<file path="config.mk">
export PLATFORM = sky130hd
export DESIGN_NAME = dr_rtz_pipe
export DESIGN_NICKNAME = d
export VERILOG_FILES = /design/src/rtl/dr_pipe_pkg.sv /design/src/rtl/dr_completion.sv /design/src/rtl/dr_stage.sv /design/src/rtl/dr_rtz_pipe.sv
export SDC_FILE = /design/constraint.sdc
export NUM_CORES = 1
export LEC_CHECK = 0
export BUFFER_PORTS_ARGS = -buffer_cell sky130_fd_sc_hd__buf_2
export CAP_MARGIN = 20
export CORE_ASPECT_RATIO = 0.8
export CORE_MARGIN = 4
export CORE_UTILIZATION = 56
export CTS_CLUSTER_SIZE = 25
export DETAILED_ROUTE_END_ITERATION = 16
export PLACE_DENSITY = 0.78
export SLEW_MARGIN = 20
export SYNTH_ARGS = -nofsm -noshare
export SYNTH_HDL_FRONTEND = slang
export SYNTH_SLANG_ARGS = --single-unit
</file>
<file path="constraint.sdc">
create_clock -name clk_i -period 1.5 [get_ports clk_i]
set_clock_uncertainty 0.2 [all_clocks]
set_input_delay 0 -clock clk_i [delete_from_list [all_inputs] [get_ports clk_i]]
set_output_delay 0 -clock clk_i [all_outputs]
set_load 0.01 [all_outputs]
</file>
<file path="src/rtl/dr_pipe_pkg.sv">
package dr_pipe_pkg;
  typedef enum logic {
    PH_EVAL      = 1'b0,
    PH_PRECHARGE = 1'b1
  } phase_e;
endpackage

</file>
<file path="src/rtl/dr_completion.sv">
// Per-bit OR merged by a registered C-element.
module dr_completion #(
  parameter int unsigned DATA_W = 8
) (
  input  logic              clk_i,
  input  logic              rst_ni,
  input  logic [DATA_W-1:0] rail_t_i,
  input  logic [DATA_W-1:0] rail_f_i,
  output logic              done_o
);
  logic [DATA_W-1:0] bit_valid;
  logic all_set, all_clr, done_q;

  for (genvar b = 0; b < DATA_W; b++) begin : g_bit
    assign bit_valid[b] = rail_t_i[b] | rail_f_i[b];
  end

  assign all_set = &bit_valid;
  assign all_clr = ~|bit_valid;

  always_ff @(posedge clk_i or negedge rst_ni) begin
    if (!rst_ni)      done_q <= 1'b0;
    else if (all_set) done_q <= 1'b1;
    else if (all_clr) done_q <= 1'b0;
  end

  assign done_o = done_q;
endmodule

</file>
<file path="src/rtl/dr_stage.sv">
module dr_stage
  import dr_pipe_pkg::*;
#(
  parameter int unsigned DATA_W = 8
) (
  input  logic              clk_i,
  input  logic              rst_ni,
  input  logic [DATA_W-1:0] pred_t_i,
  input  logic [DATA_W-1:0] pred_f_i,
  input  logic              succ_done_i,
  output logic [DATA_W-1:0] rail_t_o,
  output logic [DATA_W-1:0] rail_f_o,
  output logic              done_o
);
  phase_e phase;
  logic [DATA_W-1:0] t_q, f_q;

  assign phase = succ_done_i ? PH_PRECHARGE : PH_EVAL;

  // evaluation is monotonic: rails may only be set, never cleared
  always_ff @(posedge clk_i or negedge rst_ni) begin
    if (!rst_ni) begin
      t_q <= '0;
      f_q <= '0;
    end else begin
      unique case (phase)
        PH_PRECHARGE: begin
          t_q <= '0;
          f_q <= '0;
        end
        PH_EVAL: begin
          t_q <= t_q | pred_t_i;
          f_q <= f_q | pred_f_i;
        end
        default: ;
      endcase
    end
  end

  dr_completion #(.DATA_W(DATA_W)) u_cd (
    .clk_i   (clk_i),
    .rst_ni  (rst_ni),
    .rail_t_i(t_q),
    .rail_f_i(f_q),
    .done_o  (done_o)
  );

  assign rail_t_o = t_q;
  assign rail_f_o = f_q;
endmodule

</file>
<file path="src/rtl/dr_rtz_pipe.sv">
module dr_rtz_pipe #(
  parameter int unsigned NUM_STAGES = 4,
  parameter int unsigned DATA_W     = 8
) (
  input  logic              clk_i,
  input  logic              rst_ni,
  input  logic [DATA_W-1:0] in_t_i,
  input  logic [DATA_W-1:0] in_f_i,
  output logic              in_ack_o,
  output logic [DATA_W-1:0] out_t_o,
  output logic [DATA_W-1:0] out_f_o,
  input  logic              out_ack_i
);
  localparam int unsigned LAST = NUM_STAGES - 1;

  logic [NUM_STAGES-1:0][DATA_W-1:0] st_t, st_f;
  logic [NUM_STAGES-1:0]             st_done, succ_done;
  logic                              cons_done_q;

  // consumer ack registered: stands in for a successor completion register
  always_ff @(posedge clk_i or negedge rst_ni) begin
    if (!rst_ni) cons_done_q <= 1'b0;
    else         cons_done_q <= out_ack_i;
  end

  for (genvar s = 0; s < NUM_STAGES; s++) begin : g_st
    logic [DATA_W-1:0] pred_t, pred_f;

    if (s == 0) begin : g_head
      assign pred_t = in_t_i;
      assign pred_f = in_f_i;
    end else begin : g_body
      assign pred_t = st_t[s-1];
      assign pred_f = st_f[s-1];
    end

    if (s == LAST) begin : g_tail
      assign succ_done[s] = cons_done_q;
    end else begin : g_mid
      assign succ_done[s] = st_done[s+1];
    end

    dr_stage #(.DATA_W(DATA_W)) u_stage (
      .clk_i      (clk_i),
      .rst_ni     (rst_ni),
      .pred_t_i   (pred_t),
      .pred_f_i   (pred_f),
      .succ_done_i(succ_done[s]),
      .rail_t_o   (st_t[s]),
      .rail_f_o   (st_f[s]),
      .done_o     (st_done[s])
    );
  end

  assign in_ack_o = st_done[0];
  assign out_t_o  = st_t[LAST];
  assign out_f_o  = st_f[LAST];
endmodule

</file>
==> impl_metrics.ini, run 1 <==
[run_status]
outcome = completed

[setup_path]
cp_cell_sequence = nor4_2 > nand4_1 > a21o_1
cp.required_ps = 1540
cp_top_family = simple AND/OR/NAND/NOR gates
r2r-start = g_st[1].u_stage.rail_f_o[5]
worst_ep_arrival_time_ps = 1460
cpPeakStageDelay_ps = 420
crit_buf_inv = 0
path_class = reg -> reg
crit_path_top_delay_cell = dfrtp_1
critical_path.startpoint_type = register
endpoint_kind = register
crit_fanout = 4
startpoint = g_st[1].u_stage.rail_f_o[5]

[global_routing]
grt_start_max_net_pins = 70
grt_pass1_vias = 1989
grt_usage = 0.2178
antenna_found_initial = 0
globalRouteOverflowTotal = 0
grt_pass1_wl_mm = 9.446

[route]
route.detailed.drc = 0
wl_per_cell_um = 15.19
first_iter_violations = 145
wl_mm = 5.636
vias_per_cell = 5.569
drt.antenna.violating_nets = 0
firstDrtPassIters = 4
vias = 2066

[die]
die_h_um = 68.96
dieArea_um2 = 5806
core_area_um2 = 4335
start_util = 0.6000
ioPinCount = 36
die_w_um = 84.20
rows = 21

[layout]
fill_cells = 285
fin_nets = 328
drive_gt1_frac = 0.2134
multi_input_area_um2 = 850.8
regArea_um2 = 1727
fin_util = 0.7596
area_growth_pct = 26.60
diodes = 0

[synth]
netlist_area_um2 = 2601
ys_seq_area_frac = 0.6638
synth_top_area_share = 0.6638
syn_nets = 268
synth.avg_cell_area_um2 = 10.45
synth_seq_cells = 69
synth_cells = 249
synth_top_cell_by_area = dfrtp_1
ys_types = 9
yosys_warnings = 0
synth.area.top_cells = dfrtp_1, nor2_1, nor4_2, o22ai_1, nor4_1

[clock_tree]
clk_pin_slew_worst_paths_ps = 70
ctsRootBufferMaster = clkbuf_8
cts.sinks = 69
cts_buffers = 9
cts_tree = built
h-tree-depth = 3
clk_path_buf_depth = 2
post_cts_buffers = 0
insertion_delay_ps = 350

[sta]
finalHoldViolations = 0
finalSetupViolations = 0
slew_viol_final = 0
period_minus_slack_ps = 1422
tightest_slew_ps = 589.9
slew_headroom = 0.6068
fmax_mhz = 703.4
final.setup.tns_ps = 0
rsz0062_at_grt = no
post-route-period-util = 0.9477

[power_and_ir_drop]
switchingPower_uw = 2253
pwr-share-seq = 0.515
peakVddDrop_v = 0.001033
clkPwrFrac = 0.269
intPower_uw = 4332
power_frac_comb = 0.216
leakage_uw = 0.001503
switching_share = 0.3421
p_per_area_nw_per_um2 = 2000

[hold_path]
min_path_type = in -> reg
hp-start = out_ack_i

[job]
maxCapViolCount = 0

[placed_design]
io_buffer_count = 35
dpl.hpwl_mm = 3.689
gp_congestion = 0.7594
## metrics by stage
| step | cell area, um2 | worst slack [ps] | hold WS, ps | total power (uW) | std cells |
|---|---|---|---|---|---|
| 2_1_floorplan | 2601 | 216.7 | -495.6 | 4115 | 249 |
| 3_3_place_gp | 2844 | 64.85 | -152.5 | 4643 | 336 |
| 3_5_place_dp | 2844 | 75.65 | -158.1 | 4732 | 336 |
| 4_1_cts | 3278 | 66.06 | 73.06 | 6556 | 371 |
| 5_1_grt | 3293 | 8.192 | 115.1 | 6991 | 371 |
| 6_report | 3293 | 78.39 | 93.68 | 6585 | 371 |
## layer usage
| layer | routed length (um) | up-vias | part of all wire | GRT usage |
|---|---|---|---|---|
| li1 | - | 954 | - | - |
| met1 | 2423 | 1030 | 0.43 | 0.2821 |
| met2 | 2707 | 72 | 0.48 | 0.3327 |
| met3 | 429 | 10 | 0.076 | 0.07720 |
| met4 | 76 | 0 | 0.013 | 0.1044 |
| met5 | 0 | - | 0 | 0 |
## final cells by class
type | count | area share
Clock buffer | 13 | 0.05433
Clock inverter | 3 | 0.01976
Multi-Input combinational cell | 172 | 0.2584
Sequential cell | 69 | 0.5243
Tap cell | 57 | 0.02166
Timing Repair Buffer | 57 | 0.1216
## state kept, by name, indices dropped and copies added, names as in the netlist
name / count
g_st.u_stage.rail_f_o: 32
g_st.u_stage.rail_t_o: 32
cons_done_q: 1
g_st.u_stage.u_cd.done_o: 4
## synth_stat cells (all sizes together)
master    n
nor2    128
dfrtp    69
nor4     20
o22ai    16
buf       7
a21o      4
nand4     4
clkbuf    1
## final timing paths
| kind | cells after the start | slack, ps | to |
|---|---|---|---|
| max in group asynchronous | 4 | 230 | g_st[0].u_stage.rail_f_o[6] |
| min | 2 | 90 | cons_done_q |
| max reg2reg | 3 | 80 | g_st[1].u_stage.u_cd.done_o |
| min in group asynchronous | 4 | 570 | g_st[3].u_stage.rail_t_o[6] |
| min reg2reg | 1 | 290 | g_st[0].u_stage.u_cd.done_o |
| max | 3 | 80 | g_st[1].u_stage.u_cd.done_o |
## cell families (layout without fill, tap and decap cells)
group | Yosys count | after routing | share of synthesized area
buf+inv | 8 | 73 | 0.01491
flops | 69 | 69 | 0.6638
compound gates | 20 | 20 | 0.05003
simple gates | 152 | 152 | 0.2713
## timing repair
item	in CTS	in global routing
hold buffers	19	0
gates resized for setup	0	2
setup endpoints to repair	0	2
endpoints found under the hold margin	86	0
## placed cells by master, fill, tap and decap left out
cell	count
nor4_4	1
buf_12	1
buf_4	2
bufinv_16	2
o22ai_1	16
dlygate4sd3_1	19
clkinv_2	1
nand4_1	4
a21o_1	4
buf_2	35
nor4_2	12
dfrtp_1	69
nor2_1	128
nor4_1	7
clkbuf_8	13
## power groups by stage
| stage | clock (uW) | combinational (uW) | sequential, uW |
|---|---|---|---|
| floorplan | 0 | 990 | 3120 |
| global placement | 0 | 1290 | 3350 |
| detailed placement | 0 | 1350 | 3380 |
| CTS | 1800 | 1400 | 3360 |
| global route | 1900 | 1600 | 3490 |
| finish | 1770 | 1420 | 3390 |
(Power assumes the default switching activity.)
==> run 2, diff against run 1 <==
--- a/config.mk
+++ b/config.mk
@@ -7,11 +7,12 @@
 export LEC_CHECK = 0
 export BUFFER_PORTS_ARGS = -buffer_cell sky130_fd_sc_hd__buf_2
 export CAP_MARGIN = 20
-export CORE_ASPECT_RATIO = 0.8
+export CORE_ASPECT_RATIO = 1.75
 export CORE_MARGIN = 4
 export CORE_UTILIZATION = 56
 export CTS_CLUSTER_SIZE = 25
 export DETAILED_ROUTE_END_ITERATION = 16
+export HOLD_SLACK_MARGIN = 0.08
 export PLACE_DENSITY = 0.78
 export SLEW_MARGIN = 20
 export SYNTH_ARGS = -nofsm -noshare
==> impl_metrics.ini, run 2 (synthesized netlist as in run 1, its figures left out) <==
[global_routing]
grt_use_met3 = 0.05688
antenna_found_initial = 0
grt_usage = 0.2112
grtUsageMet1 = 0.2462
grt_pass1_vias = 2002
met2_usage = 0.3496
gr-max-usage-layer = met2
globalRouteOverflowTotal = 0
grt_pass1_wl_mm = 9.163
grt_start_max_net_pins = 70

[layout]
drive_gt1_frac = 0.2166
fin_nets = 328
final_cell_mix = nor2_1, dfrtp_1, buf_2, dlygate4sd3_1, o22ai_1
area_growth_pct = 24.77
fill_cells = 304
fin_area_um2 = 3246
layout_commonest_cell = nor2_1
diodes = 0
fin_util = 0.7303

[die]
start_util = 0.5853
rows = 32
dieArea_um2 = 5842
ioPinCount = 36
die_w_um = 59.52
die_h_um = 98.16
core_area_um2 = 4444

[setup_path]
cp.required_ps = 1530
worst_ep_arrival_time_ps = 1410
reg2reg_depth = 3
critical_path.startpoint_type = register
endpoint_kind = register
path_class = reg -> reg
crit_fanout = 4

[clock_tree]
clk_path_buf_depth = 2
post_cts_buffers = 0
cts.sinks = 69
ctsRootBufferMaster = clkbuf_8
h-tree-depth = 3
clk_pin_slew_worst_paths_ps = 70
cts_tree = built
insertion_delay_ps = 340
cts_buffers = 9

[power_and_ir_drop]
power.total_uw = 6210
peakVddDrop_v = 0.001281
leakage_uw = 0.001481
p_per_area_nw_per_um2 = 1913

[hold_path]
min_path_type = in -> reg
hold_depth = 2

[route]
vias_per_cell = 5.397
vias = 1970
first_iter_violations = 95
wl_per_cell_um = 14.96
drt.antenna.violating_nets = 0
wl_mm = 5.459
route.detailed.drc = 0
firstDrtPassIters = 4

[placed_design]
io_buffer_count = 35
place_area_um2 = 2836
dpl.hpwl_mm = 3.625
gp_congestion = 0.8158

[sta]
finalSetupViolations = 0
period_minus_slack_ps = 1374
slew_viol_final = 0
fmax_mhz = 727.9
tightest_slew_ps = 552.2
post-route-period-util = 0.9159
slew_headroom = 0.6319
finalHoldViolations = 0
rsz0062_at_grt = no

[job]
maxCapViolCount = 0

[run_status]
outcome = completed
## run 2: changes by cell type in the layout (fill, tap and decap cells not counted), sizes merged
cell	previous run	this run
clkbuf	13	11
clkinv	1	4
bufinv	2	1
## run 2: metrics by stage
stage               setup TNS (ps)  setup slack, ps  cells  hold WS [ps]
finish                           0            126.1    365         99.09
global route                     0            2.485    365         113.5
CTS                              0            9.125    365         90.73
detailed placement               0            26.23    330        -157.1
global placement            -1.359           -1.359    330        -155.2
floorplan                        0            216.7    249        -495.6
## run 2: final cells by class
type | count | area, um2 | share of cell area
Multi-Input combinational cell | 172 | 863.3 | 0.2660
Sequential cell | 69 | 1727 | 0.5320
Tap cell | 51 | 63.81 | 0.01966
Clock buffer | 11 | 141.4 | 0.04356
Timing Repair Buffer | 57 | 400.4 | 0.1234
Clock inverter | 5 | 50.05 | 0.01542
## run 2: path summary, 6_finish.rpt
| path | start | end | slack (ps) |
|---|---|---|---|
| worst max-delay path | g_st[2].u_stage.rail_t_o[6] | g_st[2].u_stage.u_cd.done_o | 130 |
| worst min-delay path | out_ack_i | cons_done_q | 100 |
| worst max register to register | g_st[2].u_stage.rail_t_o[6] | g_st[2].u_stage.u_cd.done_o | 130 |
| worst min register to register | g_st[0].u_stage.u_cd.done_o | g_st[0].u_stage.u_cd.done_o | 290 |
| max in group asynchronous | rst_ni | g_st[3].u_stage.rail_f_o[0] | 250 |
| min in group asynchronous | rst_ni | cons_done_q | 570 |
## run 2: where the power goes
group,switching [uW],internal [uW]
registers,905,2480
logic,639,737
clock network,648,801
## run 2: critical path: stages (launching register included)
cell and delay, ps:
dfrtp_1 420, nor4_2 320, nand4_1 130, a21o_1 200
## run 2: timing repair
item	4_1_cts	5_1_grt
endpoints found under the setup margin	0	1
endpoints found under the hold margin	86	0
gates resized for setup	0	4
hold buffers	19	0
## run 2: layer usage
metal / vias to the layer above / part of all wire
li1: 954 / -
met1: 958 / 0.39
met2: 45 / 0.54
met3: 13 / 0.038
met4: 0 / 0.030
met5: - / 0
